===== config.mk =====
export PLATFORM = sky130hd
export DESIGN_NAME = wdt_nmi_rst
export DESIGN_NICKNAME = d
export VERILOG_FILES = /design/src/rtl/wdt_nmi_rst.sv
export SDC_FILE = /design/constraint.sdc
export NUM_CORES = 1
export LEC_CHECK = 0
export CELL_PAD_IN_SITES_DETAIL_PLACEMENT = 0
export CELL_PAD_IN_SITES_GLOBAL_PLACEMENT = 1
export CORE_AREA = 2 2 41 81
export DETAILED_ROUTE_END_ITERATION = 7
export DIE_AREA = 0 0 43 83
export PLACE_DENSITY_LB_ADDON = 0.2
export SKIP_CTS_REPAIR_TIMING = 1
export SLEW_MARGIN = 20
export SYNTH_ARGS = -nofsm -noshare
export SYNTH_HDL_FRONTEND = slang
export SYNTH_SLANG_ARGS = --single-unit
export TNS_END_PERCENT = 5

===== constraint.sdc =====
create_clock -name clk -period 1.8 [get_ports clk]
set_clock_uncertainty 0.05 [all_clocks]
set_input_delay 0.18 -clock clk [delete_from_list [all_inputs] [get_ports clk]]
set_output_delay 0.18 -clock clk [all_outputs]
set_load 0.02 [all_outputs]

===== src/rtl/wdt_nmi_rst.sv =====
module wdt_nmi_rst #(
  parameter int         CNT_W     = 10,
  parameter int         DW        = 16,
  parameter logic [3:0] RUN_KEY   = 4'b1010,
  parameter logic [3:0] HALT_INIT = 4'b0101
) (
  input  logic          clk,
  input  logic          rst_n,
  input  logic          tick,
  input  logic          bus_we,
  input  logic [1:0]    bus_addr,
  input  logic [4:0]    bus_wdata,
  output logic [DW-1:0] bus_rdata,
  output logic          nmi_req,
  output logic          rst_req
);

  localparam logic [1:0]       A_CTRL  = 2'd0;
  localparam logic [1:0]       A_KICK  = 2'd1;
  localparam logic [1:0]       A_CNT   = 2'd2;
  localparam logic [CNT_W-1:0] CNT_MAX = '1;

  logic [3:0]       run_code;
  logic             sel_rst;
  logic [CNT_W-1:0] cnt;

  wire running = (run_code == RUN_KEY);
  wire ctrl_wr = bus_we && (bus_addr == A_CTRL);
  wire kick    = bus_we && (bus_addr == A_KICK) && bus_wdata[0];
  wire step    = running && tick;
  wire expire  = step && (cnt == CNT_MAX) && !kick;

  always_ff @(posedge clk) begin
    if (!rst_n) begin
      run_code <= HALT_INIT;
      sel_rst  <= 1'b0;
      cnt      <= '0;
      nmi_req  <= 1'b0;
      rst_req  <= 1'b0;
    end else begin
      if (ctrl_wr) begin
        run_code <= bus_wdata[3:0];
        sel_rst  <= bus_wdata[4];
      end
      if (kick)      cnt <= '0;
      else if (step) cnt <= cnt + CNT_W'(1);
      nmi_req <= expire && !sel_rst;
      rst_req <= expire && sel_rst;
    end
  end

  always_comb begin
    case (bus_addr)
      A_CTRL:  bus_rdata = DW'({sel_rst, run_code});
      A_CNT:   bus_rdata = DW'(cnt);
      default: bus_rdata = '0;
    endcase
  end

  assert_step_R2: assert property (@(posedge clk) disable iff (!rst_n)
    (step && !kick) |=> (cnt == $past(cnt) + CNT_W'(1)));

  assert_hold_stopped_R3: assert property (@(posedge clk) disable iff (!rst_n)
    (!running && !kick) |=> (cnt == $past(cnt)));

  assert_pulse_source_R3: assert property (@(posedge clk) disable iff (!rst_n)
    (nmi_req || rst_req) |-> $past(running && tick));

  assert_wrap_R4: assert property (@(posedge clk) disable iff (!rst_n)
    (nmi_req || rst_req) |-> (cnt == '0));

  assert_restart_clears_R5: assert property (@(posedge clk) disable iff (!rst_n)
    kick |=> (cnt == '0 && !nmi_req && !rst_req));

  assert_exclusive_R8: assert property (@(posedge clk) disable iff (!rst_n)
    !(nmi_req && rst_req));

  assert_nmi_single_R8: assert property (@(posedge clk) disable iff (!rst_n)
    nmi_req |=> !nmi_req);

  assert_rst_single_R8: assert property (@(posedge clk) disable iff (!rst_n)
    rst_req |=> !rst_req);

endmodule


==> flow_metrics.env, run 1 <==
export IMPL_nFillCells=309
export IMPL_crit_chain="or3b_1 > or4_1 > a21oi_1"
export IMPL_timing_max_cap_violations=0
export IMPL_min_period_over_period=0.9189
export IMPL_die_h_um=83
export IMPL_r2r_setup_slack_ps=150
export IMPL_status="complete, no violations"
export IMPL_multi_input_area_um2=536.8
export IMPL_first_global_vias=869
export IMPL_synth_edf_count=0
export IMPL_finalWorstSetupSlack_ps=146.0
export IMPL_cpPeakStageDelay_ps=550
export IMPL_cp_slowest_cell="or4_1"
export IMPL_cp_start_kind="flop"
export IMPL_syn_inst=109
export IMPL_cts_root_buf="clkbuf_8"
export IMPL_hold_ws_ps=428.7
export IMPL_row_count=28
export IMPL_async_flop_share=0
export IMPL_area_delta_synth_final_pct=36.69
export IMPL_finalSetupTns_ps=0
export IMPL_critical_path_top_delay_family="simple AND/OR/NAND/NOR gates"
export IMPL_clock_fmax_mhz=604.6
export IMPL_ys_flop_type="dfxtp_1"
export IMPL_cts_sinks=17
export IMPL_reg2reg_from="run_code[0]"
export IMPL_antenna_cells=0
export IMPL_final_common_cell="dfxtp_1"
export IMPL_h_tree_depth=1
export IMPL_fp_coreArea_um2=2943
export IMPL_routed_wirelength_um=2371
export IMPL_numPlacedInstances=165
export IMPL_ys_seq_area_frac=0.3603
export IMPL_crit_required_ps=1930
export IMPL_drc_errors=0
export IMPL_p_leak_uw=0.0006150
export IMPL_power_density_nw_per_um2=585.4
export IMPL_grt_ovfl_total=0
export IMPL_initialDrtViolationCount=10
export IMPL_crit_buf_inv=0
export IMPL_ys_ff_latch=17
export IMPL_fin_nets=152
export IMPL_place_hpwl_um=1944
export IMPL_holdCritPathClass="reg2reg"
export IMPL_min_period_ps=1654
export IMPL_routedWlPerCell_um=14.03
export IMPL_cts_buffers=3
export IMPL_path_max_fanout=12
export IMPL_gp_congestion=0.7278
export IMPL_total_power_uw=755.9
export IMPL_criticalPathCategory="reg2reg"
export IMPL_hp_start="sel_rst"
export IMPL_cts_tree="built"
export IMPL_peakVddDrop_v=0.0004032
export IMPL_clk_path_buf_depth=2
export IMPL_antenna_found_initial=0
export IMPL_crit_path_start="run_code[0]"
export IMPL_route_antenna_remaining_nets=0
export IMPL_first_pass_iters=4
export IMPL_layout_drive_gt1_share=0.1223
export IMPL_grt_pass1_wl_um=4050
export IMPL_rsz0062_at_grt="false"
export IMPL_syn_area_um2=944.7
export IMPL_dp_slack_ps=-119.1
export IMPL_critPathArrivalTime_ps=1780
export IMPL_vias=855
export IMPL_dieArea_um2=3569
export IMPL_maxSlewViolCount=0
export IMPL_crit_path_end_kind="flop"
export IMPL_finalHoldViolCount=0
export IMPL_setup_violations=0
export IMPL_finalNonFillerCells=169
export IMPL_track_usage=0.1454
export IMPL_syn_avg_cell_area_um2=8.667
export IMPL_die_w_um=43
export IMPL_grt_start_max_net_pins=13
export IMPL_final_seq_area_um2=340.3
export IMPL_clkLatencyLatePin_ps=240
export IMPL_port_buffers=22
export IMPL_start_util=0.3210
export IMPL_final_cell_mix="17 x dfxtp_1, 13 x mux2i_1, 12 x clkdlybuf4s50_1"
export IMPL_clk_pin_slew_worst_paths_ps=70
export IMPL_synth_cell_types=27
export IMPL_viasPerCell=5.059
export IMPL_io_pin_count=29
export IMPL_yosysWarnings=0
-- metal layers --
layer  vias up  share of wire  track usage
li1        444              -            -
met1       394           0.38       0.1602
met2        15           0.59       0.2755
met3         2          0.027      0.01087
met4         0         0.0084      0.04959
met5         -              0            0
-- path summary, 6_finish.rpt --
| check | endpoint | cells after the start |
|---|---|---|
| setup reg to reg | cnt[6] | 3 |
| setup / recovery | cnt[6] | 3 |
| hold / removal | rst_req | 2 |
| hold reg to reg | rst_req | 2 |
-- area by class of cell --
cell class / count / share of cell area
multi-input cells: 82 / 0.4157
flip-flops and latches: 17 / 0.2636
repair buffers: 31 / 0.2422
clock buffers: 4 / 0.03488
well taps: 30 / 0.02907
inverters: 5 / 0.01453
-- metrics by stage --
| stage | util | instance area (um2) |
|---|---|---|
| after floorplan | - | 963.4 |
| after CTS | 0.4303 | 1266 |
| after global routing | 0.4388 | 1291 |
| after detailed placement | 0.4150 | 1221 |
| after global placement | 0.4150 | 1221 |
| final | 0.4388 | 1291 |
-- registers in the layout (all words and copies together), names as in the netlist --
register	flops
cnt	10
sel_rst	1
nmi_req	1
run_code	4
rst_req	1
-- where the power goes --
part	internal [uW]	switching (uW)
Combinational	47.0	47.0
Sequential	380	3.23
Clock	157	122
Total	584	172
-- Yosys cell counts (4+ instances only) --
cell type	instances	area (um2)
and2_1	5	31.28
nor2_1	5	18.77
a21oi_1	7	35.03
mux2i_1	13	130.1
nand3_1	5	25.02
o31ai_1	4	30.03
dfxtp_1	17	340.3
buf_4	6	45.04
inv_1	5	18.77
or4_1	4	30.03
nor2b_1	4	25.02
nand2_1	6	22.52
nor4_1	4	25.02
-- worst min-delay path: cells and delay by family (launching register included) --
kind	cells	cell delay [ps]
DFF	1	340
buffers and inverters	1	60
and+or+nand+nor	1	40
-- cell families (layout without fill, tap and decap cells) --
| kind of cell | after synthesis | in the layout | share of synthesized area |
|---|---|---|---|
| AO/OA/AOI/OAI | 14 | 14 | 0.08476 |
| AND/OR/NAND/NOR | 48 | 48 | 0.3086 |
| other | 1 | 6 | 0.003970 |
| adder cells (fa/ha/maj) | 1 | 1 | 0.01324 |
| multiplexers | 13 | 13 | 0.1377 |
| flip-flops | 17 | 17 | 0.3603 |
| buffers and inverters | 15 | 40 | 0.09139 |
(Power assumes the default switching activity.)
==> run 2: changes to the inputs <==
- GPL_TIMING_DRIVEN: default -> 0
==> flow_metrics.env, run 2 (synthesis results as in run 1) <==
export IMPL_status="complete, no violations"
export IMPL_grt_pass1_wl_um=4002
export IMPL_tightest_slew_ps=495.2
export IMPL_initialDrtViolationCount=24
export IMPL_port_buffers=20
export IMPL_min_period_over_period=0.9706
export IMPL_clkLatencyLatePin_ps=250
export IMPL_rsz0062_at_grt="false"
export IMPL_place_hpwl_um=1840
export IMPL_critPathArrivalTime_ps=1520
export IMPL_gp_congestion=0.7949
export IMPL_die_h_um=83
export IMPL_finalHoldViolCount=0
export IMPL_crit_path_start="cnt[3]"
export IMPL_cpPeakStageDelay_ps=620
export IMPL_holdCritPathClass="reg2reg"
export IMPL_io_pin_count=29
export IMPL_setup_violations=0
export IMPL_cp_slowest_cell="clkdlybuf4s50_1"
export IMPL_path_max_fanout=7
export IMPL_antenna_cells=0
export IMPL_r2r_setup_slack_ps=110
export IMPL_h_tree_depth=1
export IMPL_path_depth=3
export IMPL_largest_reg_flops=10
export IMPL_cp_start_kind="flop"
export IMPL_cts_sinks=17
export IMPL_track_usage=0.1433
export IMPL_crit_required_ps=1570
export IMPL_critical_path_top_delay_family="buffers and inverters"
export IMPL_post_dp_cell_area_um2=1201
export IMPL_relSlewSlack=0.6684
export IMPL_peakVddDrop_v=0.0003486
export IMPL_routed_wirelength_um=2375
export IMPL_final_cell_mix="19 x clkdlybuf4s50_1, 16 x dfxtp_1, 13 x mux2i_1"
export IMPL_vias=869
export IMPL_route_antenna_remaining_nets=0
export IMPL_crit_buf_inv=1
export IMPL_reg2reg_depth=4
export IMPL_grt_ovfl_total=0
export IMPL_start_util=0.3210
export IMPL_critical_path_endpoint="bus_rdata[3]"
export IMPL_reg2reg_to="rst_req"
export IMPL_antenna_found_initial=0
export IMPL_final_common_cell="clkdlybuf4s50_1"
export IMPL_clk_pin_slew_worst_paths_ps=60
export IMPL_nFillCells=329
export IMPL_first_global_vias=863
export IMPL_drc_errors=0
export IMPL_fin_nets=151
export IMPL_fp_coreArea_um2=2943
export IMPL_die_w_um=43
export IMPL_min_period_ps=1747
export IMPL_hold_ws_ps=420.6
export IMPL_viasPerCell=5.173
export IMPL_layout_drive_gt1_share=0.1304
export IMPL_reg2reg_from="run_code[3]"
export IMPL_row_count=28
export IMPL_clock_fmax_mhz=572.4
export IMPL_dieArea_um2=3569
export IMPL_area_delta_synth_final_pct=32.71
export IMPL_maxSlewViolCount=0
export IMPL_criticalPathCategory="reg2out"
export IMPL_clk_path_buf_depth=2
export IMPL_crit_chain="mux2i_1 > nor2_1 > clkdlybuf4s50_1"
export IMPL_first_pass_iters=4
export IMPL_cts_buffers=3
export IMPL_timing_max_cap_violations=0
export IMPL_final_area_um2=1254
export IMPL_routedWlPerCell_um=14.14
export IMPL_reg_top3="cnt: 10 flops, run_code: 4 flops"
export IMPL_cts_root_buf="clkbuf_8"
export IMPL_crit_path_end_kind="primary output"
export IMPL_p_leak_uw=0.0004505
export IMPL_cts_tree="built"
export IMPL_largest_register="cnt"
export IMPL_grt_start_max_net_pins=11
export IMPL_power_density_nw_per_um2=604.8
run 2: power by group:
group / internal (uW) / total, uW / switching [uW]
combinational: 45.4 / 91.0 / 45.5
sequential: 380 / 384 / 4.22
clock: 157 / 283 / 126
run 2: metal layers:
metal,up-vias,GRT usage,wire (um)
li1,435,-,-
met1,415,0.1604,927
met2,17,0.2617,1360
met3,2,0.01522,62
met4,0,0.05785,24
met5,-,0,0
run 2: metrics by stage:
stage	power (uW)	TNS (ps)	cells	utilization	setup slack, ps
6_report	758.2	0	168	0.4260	52.99
5_1_grt	785.6	0	168	0.4260	1.876
4_1_cts	762.3	-641.4	168	0.4235	-134.3
3_5_place_dp	482.8	-634.1	164	0.4082	-129.5
3_3_place_gp	482.6	-385.9	164	0.4082	-83.01
2_1_floorplan	448.2	0	114	-	244.3
run 2: how the worst min path moves through the flow:
stage | from | endpoint | slack (ps) | cells past startpoint
detailed placement | sel_rst | rst_req | 430 | 2
global route | sel_rst | rst_req | 470 | 2
finish | sel_rst | rst_req | 420 | 2
floorplan | bus_wdata[0] | run_code[0] | 260 | 2
CTS | sel_rst | rst_req | 430 | 2
global placement | sel_rst | rst_req | 420 | 2
run 2: cell type report:
cell class                      instances  area [um2]  area share
Inverter                                5       18.77     0.01497
Sequential cell                        17       341.6      0.2725
Buffer                                 10       68.82     0.05489
Timing Repair Buffer                   20       202.7      0.1617
Tap cell                               30       37.54     0.02994
Multi-Input combinational cell         82       539.3      0.4301
Clock buffer                            4       45.04     0.03593
run 2: tightest hold or removal path: stages, from the launching register on:
cell	delay, ps
dfxtp_1	330
inv_1	50
nor4_1	40
